===== config.mk =====
export PLATFORM = sky130hd
export DESIGN_NAME = rcu_rotate_carry
export DESIGN_NICKNAME = d
export VERILOG_FILES = /design/src/rtl/rcu_pkg.sv /design/src/rtl/rcu_count_mask.sv /design/src/rtl/rcu_ring_rotate.sv /design/src/rtl/rcu_out_stage.sv /design/src/rtl/rcu_rotate_carry.sv
export SDC_FILE = /design/constraint.sdc
export NUM_CORES = 1
export LEC_CHECK = 0
export ABC_AREA = 1
export BUFFER_PORTS_ARGS = -buffer_cell sky130_fd_sc_hd__buf_2
export CAP_MARGIN = 20
export CORE_MARGIN = 5
export CORE_UTILIZATION = 55
export DETAILED_ROUTE_END_ITERATION = 8
export MAX_ROUTING_LAYER = met4
export PLACE_DENSITY = 0.83
export SYNTH_ARGS = -nofsm -noshare
export SYNTH_HDL_FRONTEND = slang
export SYNTH_SLANG_ARGS = --single-unit

===== constraint.sdc =====
create_clock -name clk -period 2.4 [get_ports clk]
set_input_delay 0 -clock clk [delete_from_list [all_inputs] [get_ports clk]]
set_output_delay 0 -clock clk [all_outputs]
set_load 0.005 [all_outputs]

===== src/rtl/rcu_pkg.sv =====
package rcu_pkg;
   typedef enum logic {
      ROT_LEFT  = 1'b0,
      ROT_RIGHT = 1'b1
   } rot_dir_e;

   function automatic int unsigned cnt_bits(input int unsigned data_w);
      return (data_w <= 1) ? 1 : $clog2(data_w);
   endfunction
endpackage


===== src/rtl/rcu_count_mask.sv =====
module rcu_count_mask #(
   parameter int unsigned CNT_IN_W = 8,
   parameter int unsigned CNT_W    = 5
) (
   input  logic [CNT_IN_W-1:0] cnt_raw,
   output logic [CNT_W-1:0]    cnt_eff
);
   initial begin
      if (CNT_IN_W < CNT_W) $error("rcu_count_mask: count input narrower than needed");
   end

   assign cnt_eff = cnt_raw[CNT_W-1:0];

   generate
      if (CNT_IN_W > CNT_W) begin : g_drop_hi
         logic unused_hi_bits;
         assign unused_hi_bits = ^cnt_raw[CNT_IN_W-1:CNT_W];
      end
   endgenerate
endmodule


===== src/rtl/rcu_ring_rotate.sv =====
module rcu_ring_rotate #(
   parameter int unsigned RING_W = 33,
   parameter int unsigned CNT_W  = 5
) (
   input  logic [RING_W-1:0] ring_in,
   input  logic [CNT_W-1:0]  cnt,
   input  rcu_pkg::rot_dir_e dir,
   output logic [RING_W-1:0] ring_out
);
   initial begin
      if ((1 << (CNT_W - 1)) >= RING_W) $error("rcu_ring_rotate: stage step exceeds ring");
   end

   logic [RING_W-1:0] stage [CNT_W+1];
   assign stage[0] = ring_in;

   // log-depth barrel: stage k rotates the ring by 2**k when cnt[k] is set
   generate
      for (genvar k = 0; k < CNT_W; k++) begin : g_stage
         localparam int unsigned STEP = 1 << k;
         logic [RING_W-1:0] rot_l, rot_r;
         assign rot_l = {stage[k][RING_W-1-STEP:0], stage[k][RING_W-1:RING_W-STEP]};
         assign rot_r = {stage[k][STEP-1:0], stage[k][RING_W-1:STEP]};
         always_comb begin
            if (!cnt[k])                      stage[k+1] = stage[k];
            else if (dir == rcu_pkg::ROT_LEFT) stage[k+1] = rot_l;
            else                              stage[k+1] = rot_r;
         end
      end
   endgenerate

   assign ring_out = stage[CNT_W];
endmodule


===== src/rtl/rcu_out_stage.sv =====
module rcu_out_stage #(
   parameter int unsigned WIDTH      = 33,
   parameter bit          REGISTERED = 1'b1
) (
   input  logic             clk,
   input  logic             rst,
   input  logic             load,
   input  logic [WIDTH-1:0] d,
   output logic [WIDTH-1:0] q
);
   generate
      if (REGISTERED) begin : g_reg
         always_ff @(posedge clk) begin
            if (rst)       q <= '0;
            else if (load) q <= d;
         end
      end else begin : g_comb
         logic unused_ctl;
         assign unused_ctl = clk ^ rst ^ load;
         assign q = d;
      end
   endgenerate
endmodule


===== src/rtl/rcu_rotate_carry.sv =====
module rcu_rotate_carry #(
   parameter int unsigned DATA_W     = 32,
   parameter int unsigned CNT_IN_W   = 8,
   parameter bit          REGISTERED = 1'b1
) (
   input  logic                clk,
   input  logic                rst,
   input  logic                valid_i,
   input  logic                dir_i,
   input  logic [CNT_IN_W-1:0] count_i,
   input  logic [DATA_W-1:0]   src_i,
   input  logic                carry_i,
   output logic [DATA_W-1:0]   result_o,
   output logic                carry_o
);
   localparam int unsigned CNT_W  = rcu_pkg::cnt_bits(DATA_W);
   localparam int unsigned RING_W = DATA_W + 1;

   initial begin
      if (DATA_W < 2)        $error("rcu_rotate_carry: DATA_W must be at least 2");
      if (CNT_IN_W < CNT_W)  $error("rcu_rotate_carry: CNT_IN_W too small");
   end

   logic [CNT_W-1:0]  cnt_eff;
   logic [RING_W-1:0] ring_in, ring_rot, ring_q;
   rcu_pkg::rot_dir_e dir;

   assign dir     = rcu_pkg::rot_dir_e'(dir_i);
   assign ring_in = {carry_i, src_i};

   rcu_count_mask #(.CNT_IN_W(CNT_IN_W), .CNT_W(CNT_W)) u_mask (
      .cnt_raw (count_i),
      .cnt_eff (cnt_eff)
   );

   rcu_ring_rotate #(.RING_W(RING_W), .CNT_W(CNT_W)) u_rot (
      .ring_in  (ring_in),
      .cnt      (cnt_eff),
      .dir      (dir),
      .ring_out (ring_rot)
   );

   rcu_out_stage #(.WIDTH(RING_W), .REGISTERED(REGISTERED)) u_out (
      .clk  (clk),
      .rst  (rst),
      .load (valid_i),
      .d    (ring_rot),
      .q    (ring_q)
   );

   assign carry_o  = ring_q[RING_W-1];
   assign result_o = ring_q[DATA_W-1:0];
endmodule


==> results of run 1 <==
-- power groups by stage --
stage	clock network (mW)	logic, mW	registers (mW)
3_5_place_dp	0	1.36	0.632
3_3_place_gp	0	1.35	0.630
6_report	0.435	1.40	0.619
5_1_grt	0.461	1.57	0.628
2_1_floorplan	0	1.01	0.633
4_1_cts	0.434	1.37	0.620
-- metal layers --
layer | wire length [um] | vias up | track usage [%] | part of all wire [%]
li1 | - | 3843 | - | -
met1 | 8570 | 3478 | 43.7 | 42
met2 | 9160 | 402 | 50.2 | 45
met3 | 2060 | 53 | 4.76 | 10
met4 | 563 | 0 | 8.81 | 2.8
met5 | 0 | - | - | 0
-- critical path, delay by kind of cell --
family / cells / cell delay [ns]
AO/OA/AOI/OAI: 1 / 0.15
buffers and inverters: 2 / 0.51
AND/OR/NAND/NOR: 11 / 1.38
-- synth_stat cells (4+ instances only) --
| cell | instances |
|---|---|
| sky130_fd_sc_hd__buf_2 | 34 |
| sky130_fd_sc_hd__nand3_1 | 448 |
| sky130_fd_sc_hd__dfxtp_1 | 33 |
| sky130_fd_sc_hd__clkbuf_1 | 22 |
| sky130_fd_sc_hd__buf_4 | 11 |
| sky130_fd_sc_hd__o21ai_0 | 33 |
| sky130_fd_sc_hd__nand2_1 | 363 |
| sky130_fd_sc_hd__or2_2 | 23 |
| sky130_fd_sc_hd__a21oi_1 | 33 |
| sky130_fd_sc_hd__buf_1 | 15 |
| sky130_fd_sc_hd__inv_1 | 38 |
| sky130_fd_sc_hd__buf_6 | 4 |
| sky130_fd_sc_hd__or2_1 | 10 |
| sky130_fd_sc_hd__nand3_2 | 47 |
-- metrics by stage --
step                      setup slack, ns  total power [mW]  cells  util (%)  instance area (um2)
after floorplan                      1.01              1.65   1117         -                 5880
after global placement              0.361              1.98   1262      59.7                 6190
after detailed placement            0.312              2.00   1262      59.7                 6190
after CTS                           0.617              2.42   1270      60.5                 6270
after global routing                0.281              2.65   1270      60.5                 6270
final                               0.551              2.45   1270      60.5                 6270
-- final cells by class --
class | instances | area [um2] | area share [%]
multi-input cells | 957 | 4610 | 73.5
flip-flops and latches | 33 | 661 | 10.5
repair buffers | 97 | 596 | 9.49
well taps | 136 | 170 | 2.71
inverters | 39 | 149 | 2.37
clock buffers | 5 | 68.8 | 1.10
clock inverters | 3 | 17.5 | 0.279
-- worst min-delay path by stage --
stage                                   startpoint                       end  cells past startpoint
final                                      valid_i   u_out.q[5]$_SDFFE_PP0P_                      3
after global routing                       valid_i  u_out.q[32]$_SDFFE_PP0P_                      4
after CTS                                  valid_i  u_out.q[32]$_SDFFE_PP0P_                      3
after detailed placement  u_out.q[16]$_SDFFE_PP0P_              result_o[16]                      1
after global placement    u_out.q[15]$_SDFFE_PP0P_              result_o[15]                      1
after floorplan                                rst  u_out.q[22]$_SDFFE_PP0P_                      3
-- kinds of logic (layout without fill, tap and decap cells) --
family	Yosys count	count (layout)	synth area share [%]
AOI/OAI and AO/OA	66	66	5.62
and+or+nand+nor	891	891	72.9
DFF	33	33	11.2
buffers and inverters	127	144	10.3
==> flow_summary.yaml, run 1 <==
run_status:
  status: "completed"
sta:
  timing_worst_slew_pin_value_ns: 0.812
  rsz0062_at_grt: "false"
  drv_slew: 0
  maxClockFrequency_mhz: 541
  timing.setup.tns_ns: 0
  fin_worst_hold_slack_ns: 0.262
  slew-limit-headroom_pct: 45.8
  worst_clock_skew_ns: 0
  final_hold_viol_count: 0
  finalSetupViolations: 0
  min_period_ns: 1.85
  timing.final.crit_share_pct: 77.0
logic_synthesis:
  yosys_register_bits: 33
  post_synth_num_cell_types: 17
  seq_area_frac_synth_pct: 11.2
  netlist_instances: 1117
  synth_top_cells_by_area: "sky130_fd_sc_hd__nand3_1 (38%), sky130_fd_sc_hd__nand2_1 (23%), sky130_fd_sc_hd__dfxtp_1 (11%)"
  synth-main-ff-cell: "sky130_fd_sc_hd__dfxtp_1"
  post_synth.cell_area_avg_um2: 5.26
  synth_async_reset_ratio_pct: 0
  ys_warn_count: 0
  synthesis.nets: 1162
  synth_edf_count: 0
  mappedNetlistArea_um2: 5880
  cell_taking_the_most_area_after_synthesis: "sky130_fd_sc_hd__nand3_1"
  yosysTopAreaCellShare_pct: 38.2
floorplan:
  floorplan.initialDensity_pct: 56.7
  die-height_um: 113
  die_area_um2: 12900
  std_cell_rows: 37
  num_io_pins: 78
  dieWidth_um: 113
  area_inside_the_core_boundary_um2: 10400
placement:
  dp.final_hpwl_um: 15500
  gp_congestion: 1.04
  port_buffers: 74
critical_path:
  crit_slowest_cell: "sky130_fd_sc_hd__buf_12"
  critPathMaxStageDelay_ns: 0.40
  critical_path.most_common_cell: "sky130_fd_sc_hd__nand3_1"
  reg2reg_to: "u_out.q[19]$_SDFFE_PP0P_"
  endpoint_kind: "register"
  ff2ff_path_depth: 2
  cp_data_required_time_ns: 2.63
  critical_path_arrival_ns: 2.08
  worstSetupStartpointType: "primary input"
  critPathLaunch: "dir_i"
  cp_max_fo: 122
  r2r_slack_ns: 1.66
  worstReg2RegStart: "u_out.q[19]$_SDFFE_PP0P_"
  category_of_the_most_critical_setup_path: "in2reg"
  critical_path.cell_chain: "buf_4 -> buf_12 -> nand2_1 -> nand3_1 -> nand3_1 -> nand3_1 -> nand2_1 -> nand2_1 -> nand3_1 -> nand2_1 -> nand2_1 -> nand3_1 -> nand3_1 -> a21oi_1"
  crit_path_end: "u_out.q[28]$_SDFFE_PP0P_"
clock_network:
  cts_max_path_buffers: 2
  post-cts-setup-buffer-count: 0
  tritoncts: "done"
  htree_num_levels: 2
  clockRootBuffer: "sky130_fd_sc_hd__clkbuf_8"
  clk_pin_slew_worst_paths_ns: 0.08
  clock_insertion_delay_worst_skew_ns: 0.30
  clkSinkCount: 33
  cts-hold-fix-buffers: 0
  quantity_of_gates_resized_following_cts: 0
  cts_inserted_buffers: 5
drt:
  num_vias: 7776
  detail_route.first_pass.iterations: 7
  final_ant_viol_nets: 0
  detail_route.drc_violations: 0
  detail_route.iter0.violations: 1289
  drt-total-wl_um: 20300
  vias_per_cell: 6.12
  detail_route.wl_per_cell_um: 16.0
final_layout:
  flow.area_growth_from_synthesis_pct: 6.77
  layout_commonest_cell: "sky130_fd_sc_hd__nand3_1"
  post_route_cells_drive_above_1_share_pct: 15.5
  number_of_flip_flops_in_the_largest_register: 33
  nFillCells: 1148
  layout.cells.most_common_list: "sky130_fd_sc_hd__nand3_1 (448), sky130_fd_sc_hd__nand2_1 (363), sky130_fd_sc_hd__buf_2 (73)"
  net_count_of_the_finished_layout: 1178
  layout_top_registers: "u_out.q (33)"
  largest-register: "u_out.q"
  antenna_cells: 0
power_and_ir_drop:
  internal_power_mw: 1.26
  ir_drop_mv: 0.226
  power_per_cell_area_nw_per_um2: 391
  power_frac_comb_pct: 57.1
  power_leakage_nw: 3.42
  seq_power_share_pct: 25.2
  power.net_switching_mw: 1.19
  clock_power_share_pct: 17.7
  power_switching_share_pct: 48.6
global_routing:
  grt_start_max_net_pins: 123
  grt_antenna_before_repair: 0
  gr-total-overflow: 0
  grt_pass1_wl_um: 33200
  first_global_vias: 6684
  grt_util_all_layers_pct: 32.3
worst_hold_path:
  hp-class: "in2reg"
job:
  maxCapViolCount: 0
(Power assumes the default switching activity.)
==> run 2, diff against run 1 <==
==> constraint.sdc (replaced) <==
create_clock -name clk -period 1.9 [get_ports clk]
set_input_delay 0 -clock clk [delete_from_list [all_inputs] [get_ports clk]]
set_output_delay 0 -clock clk [all_outputs]
set_load 0.005 [all_outputs]
==> run 2 against run 1 <==
Effect of this change:
- clock power grew 87%
- first-iteration DRC count grew 8.5%
- critical path depth is the same
- non-clock buffer count grew 47
- power grew 44%
- via count grew 3.5%
- sequential share of layout area shrank 0.74 points
- design area grew 7.6%
- routed wire length grew 8.2%
- critical path type unchanged
- largest cell class unchanged
- highest routed layer unchanged
==> flow_summary.yaml, run 2 (synthesis gave the netlist of run 1 again) <==
final_layout:
  layout_commonest_cell: "sky130_fd_sc_hd__nand3_1"
  final_design_area_no_fill_um2: 6750
  flow.area_growth_from_synthesis_pct: 14.9
  ff_latch_area_um2: 661
  nFillCells: 1078
  layout.cells.most_common_list: "sky130_fd_sc_hd__nand3_1 (448), sky130_fd_sc_hd__nand2_1 (363), sky130_fd_sc_hd__buf_2 (73)"
  post_route_cells_drive_above_1_share_pct: 18.9
  antenna_cells: 0
  largest-register: "u_out.q"
  multi_input_area_um2: 4610
  net_count_of_the_finished_layout: 1225
  layout_top_registers: "u_out.q (33)"
  number_of_flip_flops_in_the_largest_register: 33
critical_path:
  crit_slowest_cell: "sky130_fd_sc_hd__buf_4"
  critical_path_arrival_ns: 1.86
  endpoint_kind: "register"
  critPathMaxStageDelay_ns: 0.31
  worstSetupStartpointType: "primary input"
  reg2reg_to: "u_out.q[17]$_SDFFE_PP0P_"
  cp_data_required_time_ns: 2.13
  combined_buffer_and_inverter_count_along_the_critical_path: 4
  worstReg2RegStart: "u_out.q[17]$_SDFFE_PP0P_"
  critical_path.cell_chain: "buf_4 -> inv_4 -> buf_4 -> buf_4 -> nand3_1 -> nand3_1 -> nand3_1 -> nand3_2 -> nand3_1 -> nand2_1 -> nand2_1 -> nand3_1 -> nand3_1 -> a21oi_1"
  cp_max_fo: 28
  timing.critical_path.max_delay_family: "simple AND/OR/NAND/NOR gates"
  ff2ff_path_depth: 2
  category_of_the_most_critical_setup_path: "in2reg"
  r2r_slack_ns: 1.16
  critical_path.most_common_cell: "sky130_fd_sc_hd__nand3_1"
sta:
  fin_worst_hold_slack_ns: 0.217
  setup_ws_ns: 0.270
  finalSetupViolations: 0
  final_hold_viol_count: 0
  rsz0062_at_grt: "false"
  drv_slew: 0
  timing.setup.tns_ns: 0
  worst_clock_skew_ns: 0
  timing_worst_slew_pin_value_ns: 0.425
  slew-limit-headroom_pct: 71.7
  min_period_ns: 1.63
  timing.final.crit_share_pct: 85.8
  maxClockFrequency_mhz: 613
placement:
  dp.final_hpwl_um: 16900
  gp_congestion: 0.998
  port_buffers: 74
  placedInstanceArea_um2: 6620
  place_ws_ns: 0.0209
power_and_ir_drop:
  total_power_mw: 3.53
  seq_power_share_pct: 22.3
  power_switching_share_pct: 44.3
  power_per_cell_area_nw_per_um2: 523
  ir_drop_mv: 0.337
  power_frac_comb_pct: 54.6
  internal_power_mw: 1.96
  power.net_switching_mw: 1.56
  power_leakage_nw: 3.69
  clock_power_share_pct: 23.1
worst_hold_path:
  min_from: "rst"
  hp-class: "in2reg"
  whs_endpoint: "u_out.q[8]$_SDFFE_PP0P_"
  cell_count_of_the_worst_hold_path: 5
global_routing:
  grt_antenna_before_repair: 0
  grt_start_max_net_pins: 67
  gr-total-overflow: 0
  grt_pass1_wl_um: 35500
  first_global_vias: 7054
  grt_util_all_layers_pct: 34.9
run_status:
  status: "completed"
clock_network:
  post-cts-setup-buffer-count: 0
  clk_pin_slew_worst_paths_ns: 0.08
  cts-hold-fix-buffers: 0
  clockRootBuffer: "sky130_fd_sc_hd__clkbuf_8"
  clock_insertion_delay_worst_skew_ns: 0.30
  cts_inserted_buffers: 5
  clkSinkCount: 33
  quantity_of_gates_resized_following_cts: 0
  htree_num_levels: 2
  tritoncts: "done"
  cts_max_path_buffers: 2
drt:
  num_vias: 8046
  detail_route.drc_violations: 0
  detail_route.first_pass.iterations: 7
  drt-total-wl_um: 22000
  detail_route.wl_per_cell_um: 16.7
  vias_per_cell: 6.11
  final_ant_viol_nets: 0
  detail_route.iter0.violations: 1398
floorplan:
  die-height_um: 113
  die_area_um2: 12900
  dieWidth_um: 113
  std_cell_rows: 37
  num_io_pins: 78
  area_inside_the_core_boundary_um2: 10400
  floorplan.initialDensity_pct: 56.7
job:
  maxCapViolCount: 0
[run 2: changes by cell type in the layout (fill, tap and decap cells not counted), sizes merged]
| cell | delta |
|---|---|
| bufinv | +2 |
| clkinvlp | -1 |
| buf | +47 |
| clkinv | -1 |
[run 2: worst max-delay path by stage]
stage / to / start / cells after the start
floorplan: u_out.q[29]$_SDFFE_PP0P_ / count_i[1] / 12
global placement: u_out.q[11]$_SDFFE_PP0P_ / count_i[0] / 12
CTS: u_out.q[28]$_SDFFE_PP0P_ / count_i[0] / 13
finish: u_out.q[23]$_SDFFE_PP0P_ / dir_i / 14
detailed placement: u_out.q[25]$_SDFFE_PP0P_ / count_i[0] / 13
global route: u_out.q[28]$_SDFFE_PP0P_ / count_i[0] / 13
[run 2: routing by layer]
metal  global-route usage, %  share of wire, %
met1                    46.5                41
met2                    53.1                44
met3                    6.15                11
met4                    12.1               3.6
met5                       -                 0
[run 2: layout make-up]
type | instances | area share, %
inverters | 39 | 2.21
multi-input cells | 957 | 68.3
flip-flops and latches | 33 | 9.79
repair buffers | 144 | 15.2
clock buffers | 5 | 1.02
clock inverters | 3 | 0.964
well taps | 136 | 2.52
[run 2: power groups by stage]
stage / sequential, mW / combinational, mW / clock [mW]
2_1_floorplan: 0.800 / 1.28 / 0
3_3_place_gp: 0.800 / 1.84 / 0
3_5_place_dp: 0.802 / 1.87 / 0
4_1_cts: 0.787 / 1.88 / 0.817
5_1_grt: 0.796 / 2.13 / 0.857
6_report: 0.788 / 1.93 / 0.814
[run 2: stage by stage]
step | instances | utilization, %
floorplan | 1117 | -
global placement | 1309 | 63.8
detailed placement | 1309 | 63.8
CTS | 1317 | 65.1
global route | 1317 | 65.1
finish | 1317 | 65.1
[run 2: worst reg2reg max path, stage by stage, from the launching register on]
cell,delay (ns)
sky130_fd_sc_hd__dfxtp_1,0.33
sky130_fd_sc_hd__o21ai_0,0.23
sky130_fd_sc_hd__a21oi_1,0.06
